<file path="config.mk">
export PLATFORM = sky130hd
export DESIGN_NAME = irq_status_unit
export DESIGN_NICKNAME = d
export VERILOG_FILES = /design/src/rtl/irq_stat_pkg.sv /design/src/rtl/irq_clr_decode.sv /design/src/rtl/irq_raw_bank.sv /design/src/rtl/irq_cause_capture.sv /design/src/rtl/irq_csr.sv /design/src/rtl/irq_status_unit.sv
export SDC_FILE = /design/constraint.sdc
export NUM_CORES = 1
export LEC_CHECK = 0
export BUFFER_PORTS_ARGS = -buffer_cell sky130_fd_sc_hd__buf_2
export CAP_MARGIN = 0
export CORE_MARGIN = 4
export CORE_UTILIZATION = 35
export DETAILED_ROUTE_END_ITERATION = 7
export GPL_ROUTABILITY_DRIVEN = 0
export SLEW_MARGIN = 15
export SYNTH_ARGS = -nofsm -noshare
export SYNTH_HDL_FRONTEND = slang
export SYNTH_SLANG_ARGS = --single-unit
</file>
<file path="constraint.sdc">
create_clock -name clk -period 1.1 [get_ports clk]
set_input_delay 0 -clock clk [delete_from_list [all_inputs] [get_ports clk]]
set_output_delay 0 -clock clk [all_outputs]
set_load 0.01 [all_outputs]
</file>
<file path="src/rtl/irq_stat_pkg.sv">
package irq_stat_pkg;
  localparam int NSRC = 12;

  localparam int B_RXUND = 0;
  localparam int B_RXOVR = 1;
  localparam int B_RXFUL = 2;
  localparam int B_TXOVR = 3;
  localparam int B_TXEMP = 4;
  localparam int B_RDREQ = 5;
  localparam int B_TXABT = 6;
  localparam int B_RXDON = 7;
  localparam int B_ACTIV = 8;
  localparam int B_STOPD = 9;
  localparam int B_STRTD = 10;
  localparam int B_GCALL = 11;

  localparam logic [NSRC-1:0] LEVEL_SRC = (NSRC'(1) << B_RXFUL) | (NSRC'(1) << B_TXEMP);
  localparam logic [NSRC-1:0] EDGE_SRC  = ~LEVEL_SRC;

  localparam int A_MSTAT  = 0;
  localparam int A_RAW    = 1;
  localparam int A_MASK   = 2;
  localparam int A_RXTHR  = 3;
  localparam int A_TXTHR  = 4;
  localparam int A_CAUSE  = 5;
  localparam int A_CLRALL = 6;
  localparam int A_CLRB   = 8;
endpackage

</file>
<file path="src/rtl/irq_clr_decode.sv">
module irq_clr_decode
  import irq_stat_pkg::*;
#(
  parameter int ADDR_W = 5
) (
  input  logic              rd,
  input  logic [ADDR_W-1:0] addr,
  output logic [NSRC-1:0]   clr_vec,
  output logic              wipe_cause
);
  logic hit_all;

  always_comb hit_all = rd && (addr == ADDR_W'(A_CLRALL));

  for (genvar i = 0; i < NSRC; i++) begin : g_dec
    if (LEVEL_SRC[i]) begin : g_lvl
      assign clr_vec[i] = 1'b0;
    end else begin : g_edge
      assign clr_vec[i] = hit_all || (rd && (addr == ADDR_W'(A_CLRB + i)));
    end
  end

  always_comb wipe_cause = clr_vec[B_TXABT];
endmodule

</file>
<file path="src/rtl/irq_raw_bank.sv">
module irq_raw_bank
  import irq_stat_pkg::*;
#(
  parameter int LVL_W = 5
) (
  input  logic             clk,
  input  logic             rst,
  input  logic [NSRC-1:0]  evt,
  input  logic [NSRC-1:0]  clr_vec,
  input  logic [LVL_W-1:0] rx_level,
  input  logic [LVL_W-1:0] tx_level,
  input  logic [LVL_W-1:0] rx_thr,
  input  logic [LVL_W-1:0] tx_thr,
  output logic [NSRC-1:0]  raw
);
  for (genvar i = 0; i < NSRC; i++) begin : g_bit
    if (i == B_RXFUL) begin : g_rxf
      always_ff @(posedge clk) begin
        if (rst) raw[i] <= 1'b0;
        else     raw[i] <= (rx_level > rx_thr);
      end
    end else if (i == B_TXEMP) begin : g_txe
      always_ff @(posedge clk) begin
        if (rst) raw[i] <= 1'b0;
        else     raw[i] <= (tx_level <= tx_thr);
      end
    end else begin : g_edge
      always_ff @(posedge clk) begin
        if (rst)         raw[i] <= 1'b0;
        else if (evt[i]) raw[i] <= 1'b1;
        else if (clr_vec[i]) raw[i] <= 1'b0;
      end
    end
  end

  logic [NSRC-1:0] evt_e;
  logic [NSRC-1:0] clr_only;
  always_comb begin
    evt_e    = evt & EDGE_SRC;
    clr_only = clr_vec & ~evt & EDGE_SRC;
  end

  AST_SET_WINS: assert property (@(posedge clk) disable iff (rst)
    (|evt_e) |=> ((raw & $past(evt_e)) == $past(evt_e)));
  AST_CLR_ONLY: assert property (@(posedge clk) disable iff (rst)
    (|clr_only) |=> ((raw & $past(clr_only)) == '0));
  AST_EDGE_HOLD: assert property (@(posedge clk) disable iff (rst)
    (!(|evt_e) && !(|clr_vec)) |=> $stable(raw & EDGE_SRC));
endmodule

</file>
<file path="src/rtl/irq_cause_capture.sv">
module irq_cause_capture #(
  parameter int ABRT_W = 13
) (
  input  logic              clk,
  input  logic              rst,
  input  logic              abort_evt,
  input  logic [ABRT_W-1:0] cause_in,
  input  logic              wipe,
  output logic [ABRT_W-1:0] cause
);
  always_ff @(posedge clk) begin
    if (rst) begin
      cause <= '0;
    end else if (abort_evt) begin
      cause <= wipe ? cause_in : (cause | cause_in);
    end else if (wipe) begin
      cause <= '0;
    end
  end

  AST_CAUSE_WIPE: assert property (@(posedge clk) disable iff (rst)
    (wipe && !abort_evt) |=> (cause == '0));
  AST_CAUSE_KEEP: assert property (@(posedge clk) disable iff (rst)
    abort_evt |=> ((cause & $past(cause_in)) == $past(cause_in)));
endmodule

</file>
<file path="src/rtl/irq_csr.sv">
module irq_csr
  import irq_stat_pkg::*;
#(
  parameter int ADDR_W = 5,
  parameter int DATA_W = 16,
  parameter int LVL_W  = 5,
  parameter int ABRT_W = 13
) (
  input  logic              clk,
  input  logic              rst,
  input  logic              rd,
  input  logic              wr,
  input  logic [ADDR_W-1:0] addr,
  input  logic [DATA_W-1:0] wdata,
  input  logic [NSRC-1:0]   raw,
  input  logic [ABRT_W-1:0] cause,
  output logic [NSRC-1:0]   mask,
  output logic [LVL_W-1:0]  rx_thr,
  output logic [LVL_W-1:0]  tx_thr,
  output logic [DATA_W-1:0] rdata
);
  always_ff @(posedge clk) begin
    if (rst) begin
      mask   <= '0;
      rx_thr <= '0;
      tx_thr <= '0;
    end else if (wr) begin
      if (addr == ADDR_W'(A_MASK))  mask   <= wdata[NSRC-1:0];
      if (addr == ADDR_W'(A_RXTHR)) rx_thr <= wdata[LVL_W-1:0];
      if (addr == ADDR_W'(A_TXTHR)) tx_thr <= wdata[LVL_W-1:0];
    end
  end

  logic [DATA_W-1:0] rmux;
  always_comb begin
    rmux = '0;
    if (addr == ADDR_W'(A_MSTAT)) rmux = DATA_W'(raw & mask);
    if (addr == ADDR_W'(A_RAW))   rmux = DATA_W'(raw);
    if (addr == ADDR_W'(A_MASK))  rmux = DATA_W'(mask);
    if (addr == ADDR_W'(A_RXTHR)) rmux = DATA_W'(rx_thr);
    if (addr == ADDR_W'(A_TXTHR)) rmux = DATA_W'(tx_thr);
    if (addr == ADDR_W'(A_CAUSE)) rmux = DATA_W'(cause);
  end

  always_ff @(posedge clk) begin
    if (rst)     rdata <= '0;
    else if (rd) rdata <= rmux;
    else         rdata <= '0;
  end

  AST_RDATA_IDLE: assert property (@(posedge clk) disable iff (rst)
    !rd |=> (rdata == '0));
  AST_MASK_HOLD: assert property (@(posedge clk) disable iff (rst)
    !wr |=> $stable(mask));
endmodule

</file>
<file path="src/rtl/irq_status_unit.sv">
module irq_status_unit
  import irq_stat_pkg::*;
#(
  parameter int ADDR_W = 5,
  parameter int DATA_W = 16,
  parameter int LVL_W  = 5,
  parameter int ABRT_W = 13
) (
  input  logic              clk,
  input  logic              rst,
  input  logic [11:0]       src_evt,
  input  logic [LVL_W-1:0]  rx_level,
  input  logic [LVL_W-1:0]  tx_level,
  input  logic [ABRT_W-1:0] abort_cause,
  input  logic              bus_rd,
  input  logic              bus_wr,
  input  logic [ADDR_W-1:0] bus_addr,
  input  logic [DATA_W-1:0] bus_wdata,
  output logic [DATA_W-1:0] bus_rdata,
  output logic              irq
);
  logic [NSRC-1:0]   clr_vec;
  logic              wipe_cause;
  logic [NSRC-1:0]   raw;
  logic [NSRC-1:0]   mask;
  logic [LVL_W-1:0]  rx_thr;
  logic [LVL_W-1:0]  tx_thr;
  logic [ABRT_W-1:0] cause;

  irq_clr_decode #(.ADDR_W(ADDR_W)) u_dec (
    .rd(bus_rd), .addr(bus_addr), .clr_vec(clr_vec), .wipe_cause(wipe_cause)
  );

  irq_raw_bank #(.LVL_W(LVL_W)) u_raw (
    .clk(clk), .rst(rst), .evt(src_evt), .clr_vec(clr_vec),
    .rx_level(rx_level), .tx_level(tx_level),
    .rx_thr(rx_thr), .tx_thr(tx_thr), .raw(raw)
  );

  irq_cause_capture #(.ABRT_W(ABRT_W)) u_cause (
    .clk(clk), .rst(rst), .abort_evt(src_evt[B_TXABT]),
    .cause_in(abort_cause), .wipe(wipe_cause), .cause(cause)
  );

  irq_csr #(.ADDR_W(ADDR_W), .DATA_W(DATA_W), .LVL_W(LVL_W), .ABRT_W(ABRT_W)) u_csr (
    .clk(clk), .rst(rst), .rd(bus_rd), .wr(bus_wr), .addr(bus_addr),
    .wdata(bus_wdata), .raw(raw), .cause(cause), .mask(mask),
    .rx_thr(rx_thr), .tx_thr(tx_thr), .rdata(bus_rdata)
  );

  always_ff @(posedge clk) begin
    if (rst) irq <= 1'b0;
    else     irq <= |(raw & mask);
  end

  AST_IRQ_SILENT: assert property (@(posedge clk) disable iff (rst)
    (mask == '0) |=> !irq);
  AST_IRQ_LAG: assert property (@(posedge clk) disable iff (rst)
    ((mask & src_evt & EDGE_SRC) != '0) |=> ##1 irq);
endmodule

</file>
After elaboration in Yosys (flattened, before gate mapping)
Cells that the tools add are included.
- output and inout port bits: 17
- flip-flop bits (word level): 64
- input bits: 60
- bitwise operators: 5
- eq/ne operators: 16
- muxes and demuxes: 29
- magnitude comparators: 2
- reductions and logical operators: 38
- operators with widths (kind ; number):
    13-bit 2-to-1 mux ; 8
    5-bit by 4-bit equality test with 1-bit output, second input constant ; 6
    12-bit bitwise AND ; 2
    5-bit equality test, second input constant ; 4
    1-bit 2-to-1 mux ; 20
    2-bit nonzero test ; 10
    5-bit by 3-bit equality test with 1-bit output, second input constant ; 3
    13-bit OR ; 1
    12-bit 2-to-1 mux ; 1
    12-bit OR reduction ; 1
    1-bit logical AND ; 11
    5-bit by 2-bit equality test with 1-bit output, second input constant ; 2
    1-bit logical OR ; 10
    8-bit OR reduction ; 1
    2-bit AND reduction ; 3
    5-bit by 1-bit equality test with 1-bit output, second input constant ; 1
    5-bit greater-than comparator ; 1
    5-bit less-or-equal comparator ; 1
    5-bit zero test ; 1
    1-bit inverter ; 2
    2-bit OR reduction ; 1

Logic depth before layout (Yosys ltp)
- word-level depth: 7
- gate-level depth with buffers: 6
- gate-level depth less buffers: 6

Hierarchy
A second synthesis with hierarchy kept.
- cell total of the unflattened synthesis: 366
- area, all modules: 3301.9 um^2
- by module, submodules not included (module ; cells an instance ; sequential area each (um^2) ; area each (um^2) ; times used):
    irq_csr ; 184 ; 700.7 ; 1637.8 ; 1
    irq_raw_bank ; 79 ; 240.2 ; 628.1 ; 1
    irq_cause_capture ; 55 ; 260.2 ; 615.6 ; 1
    irq_clr_decode ; 40 ; 0.0 ; 322.8 ; 1
    irq_status_unit ; 8 ; 20.0 ; 97.6 ; 1

Worst setup path before layout
OpenSTA, ideal clock, no wires.
- path type: flip-flop to flip-flop
- start point: reg u_csr.rx_thr[1]
- end point: reg u_raw.raw[2]
- path buffers: 0
- stages on the path, launching flop included: 7
- setup slack: -0.110 ns
- clock period less this slack: 1.210 ns
- arrival: 1.088 ns
- cells stage by stage: dfxtp_1 -> inv_1 -> ha_1 -> nor2b_1 -> o21a_1 -> o21ai_0 -> a21oi_1
- longest elaborated chain between the ends: 1
- RTL lines (item ; line ; RTL):
    from (decl) ; irq_csr.sv:18 ; output logic [LVL_W-1:0] rx_thr,
    from (signal assigned) ; irq_csr.sv:29 ; if (addr == ADDR_W'(A_RXTHR)) rx_thr <= wdata[LVL_W-1:0];
    5-bit greater-than comparator ; irq_raw_bank.sv:20 ; else raw[i] <= (rx_level > rx_thr);
    to (signal, indexed assignment) ; irq_raw_bank.sv:20 ;
    to (decl) ; irq_raw_bank.sv:14 ; output logic [NSRC-1:0] raw
Every way passes these cells.
A chain may end at the register's enable or synchronous reset.

Worst setup path in the final report
Same ends and word-level chain as after synthesis.

==> metrics <==
share of layout cells above drive strength 1=between 30% and 40%; WL/cell=approximately 15 um; status=complete, but fails checks; first-pass GRT wire length=between 10 and 15 mm; Remaining DRCs=0; time the worst path needs with I/O delays and setup=about 1.2 ns; # rows=31; ys async rst share=0%; Setup TNS=-0.106 ns; met3 usage=about 4.8%; FMAX=between 0.8 and 0.9 GHz; worst hold-check path type=primary input to flop; synth top area cells=dfxtp_1 45%, mux2i_1 8.1%, nor2_1 6.7%, ha_1 4.6%, a22oi_1 3.6%; worst skew pair latency=approximately 0.34 ns; post-route clock skew=between 0.007 and 0.008 ns; PortBufs=67; DRT Pass-1 Iters=5; chip height=between 90 and 100 um; final WL=approximately 8 mm; crit path launch type=flop; CTS clk-pin slew, worst paths=about 0.070 ns; hpwl dp=approximately 5.8 mm; total track usage=approximately 18%; WP data arrival=roughly 1.4 ns; Sink Count=61; CP Class=flop to flop; Synth top area share=about 45%; EDFF count, synth=0; Hold Fails Final Rpt=0; Post-Syn Instances=about 300; Synth area leader=dfxtp_1; Pleak=between 1.5 and 2 nW; layer with the highest usage=met2; initial antenna violation count=0; max-slew violations=0; CTS buffer count=9; Area Overhead vs Synth=48.6%; Power per Cell Area=about 1200 nW/um2; register area share after synthesis=44.7%; count of cell types in the netlist=37; crit share post-route=106%; #FFs+latches synth=between 60 and 70; failing checks=negative setup slack; CTS H-tree depth=3; dominant synthesized flop cell=dfxtp_1; commonest non-fill, non-tap cells in the layout=67 x buf_2, 54 x dfxtp_1, 49 x nor2_1, 34 x dlygate4sd3_1, 33 x buf_4; Data required, critical path=~1.3 ns; Root Driver=clkbuf_8; Post-DRT Antenna Nets=0; Worst setup EP type=flop; CTS tree=done; Yosys warnings=0; I/O pin count=77; GR Layer Usage met1=roughly 25%; post-synthesis cell area=about 2700 um2; grt total ovfl=0; commonest non-fill, non-tap cell in the layout=buf_2; iteration-0 DRC count of the detailed router=roughly 120; Bufs on Longest Clock Path=2; Initial Util=36.9%; final setup vio count=2; Pwr Total=between 4 and 5 mW; Ant. Diodes=0; final net count=about 500; RSZ-0062 raised after global routing=true; Core Box Area=approximately 7400 um2; via/cell ratio=slightly above 5; CP Max Fanout=2; post-route setup slack=-0.0707 ns; Avg Inst Size Synth=approximately 9.0 um2; maxcap violations=0; Die Area=between 9000 and 10000 um2; chip width=~96 um; vias in the first global route=2701; routed via count=approximately 2700; Worst VDD drop=roughly 0.59 mV; pin count of the biggest net entering global routing=31; met2 usage=between 20 and 30%
==> routing by layer <==
metal	wire [um]	vias up
met4	141	0
met1	3880	1281
met5	0	-
li1	-	1344
met2	3430	87
met3	460	12
==> registers in the layout (all words and copies together) (netlist names) <==
register	flops
u_cause.cause	13
u_csr.rdata	13
u_csr.mask	12
u_raw.raw	12
u_csr.rx_thr	5
u_csr.tx_thr	5
irq	1
==> cell usage after synthesis (5+ instances only) <==
master / n
a21oi_1: 19
a22oi_1: 13
a31oi_1: 12
buf_4: 7
clkbuf_1: 10
dfxtp_1: 61
ha_1: 10
inv_1: 12
mux2i_1: 22
nand2_1: 20
nand4b_1: 5
nor2_1: 49
nor2b_1: 5
o21ai_0: 7
o221ai_1: 7
==> metrics by stage <==
stage | utilization [%] | instances | hold WS (ns) | setup slack [ns] | area, um2
final | 54.8 | 535 | 0.0335 | -0.0707 | 4060
after global routing | 54.8 | 535 | 0.0282 | -0.128 | 4060
after CTS | 53.7 | 535 | 0.0109 | -0.132 | 3980
after detailed placement | 45.9 | 484 | 0.223 | -0.158 | 3400
after global placement | 45.9 | 484 | 0.212 | -0.115 | 3400
after floorplan | - | 304 | 0.118 | -0.0631 | 2750
==> power breakdown <==
| part | switching (mW) | internal (mW) |
|---|---|---|
| Sequential | 0.0560 | 2.28 |
| Clock | 0.940 | 1.05 |
| Combinational | 0.285 | 0.330 |
| Total | 1.28 | 3.67 |
==> what timing repair did <==
item                                    in CTS  in global routing
hold buffers                                34                  0
hold endpoints to repair                    44                  0
pin swaps                                    8                 12
buffers inserted                             1                  0
endpoints found under the setup margin       3                  7
resized for setup                            6                 17
==> worst max-delay path: stages (launching register included) <==
cell and delay [ns]:
dfxtp_2 0.34, inv_2 0.04, ha_4 0.20, nor2b_4 0.11, o21a_1 0.17, o21ai_1 0.12
a21oi_1 0.07
==> logic make-up after synthesis <==
logic type / Yosys count / share of synthesized area [%]
AOI/OAI and AO/OA: 77 / 19.3
adders and majority gates: 10 / 4.58
buffers and inverters: 33 / 5.68
DFF: 61 / 44.7
muxes: 22 / 8.06
other: 1 / 0.137
and+or+nand+nor: 98 / 17.5
==> final cells by class <==
type | count | area, um2
fill | 652 | 3350
clock inverter | 7 | 73.8
inverter | 12 | 45.0
tap | 99 | 124
sequential | 61 | 1230
multi-input combinational | 210 | 1480
clock buffer | 9 | 124
timing repair buffer | 137 | 983
==> path summary, 6_finish.rpt <==
path	start	endpoint	slack, ns	cells after the start
worst max-delay path	u_csr.rx_thr[1]	u_raw.raw[2]	-0.07	6
worst min-delay path	bus_rd	u_csr.rdata[12]	0.03	2
worst max register to register	u_csr.rx_thr[1]	u_raw.raw[2]	-0.07	6
worst min register to register	u_cause.cause[9]	u_csr.rdata[9]	0.46	2
Power figures use the tool's default switching activity.
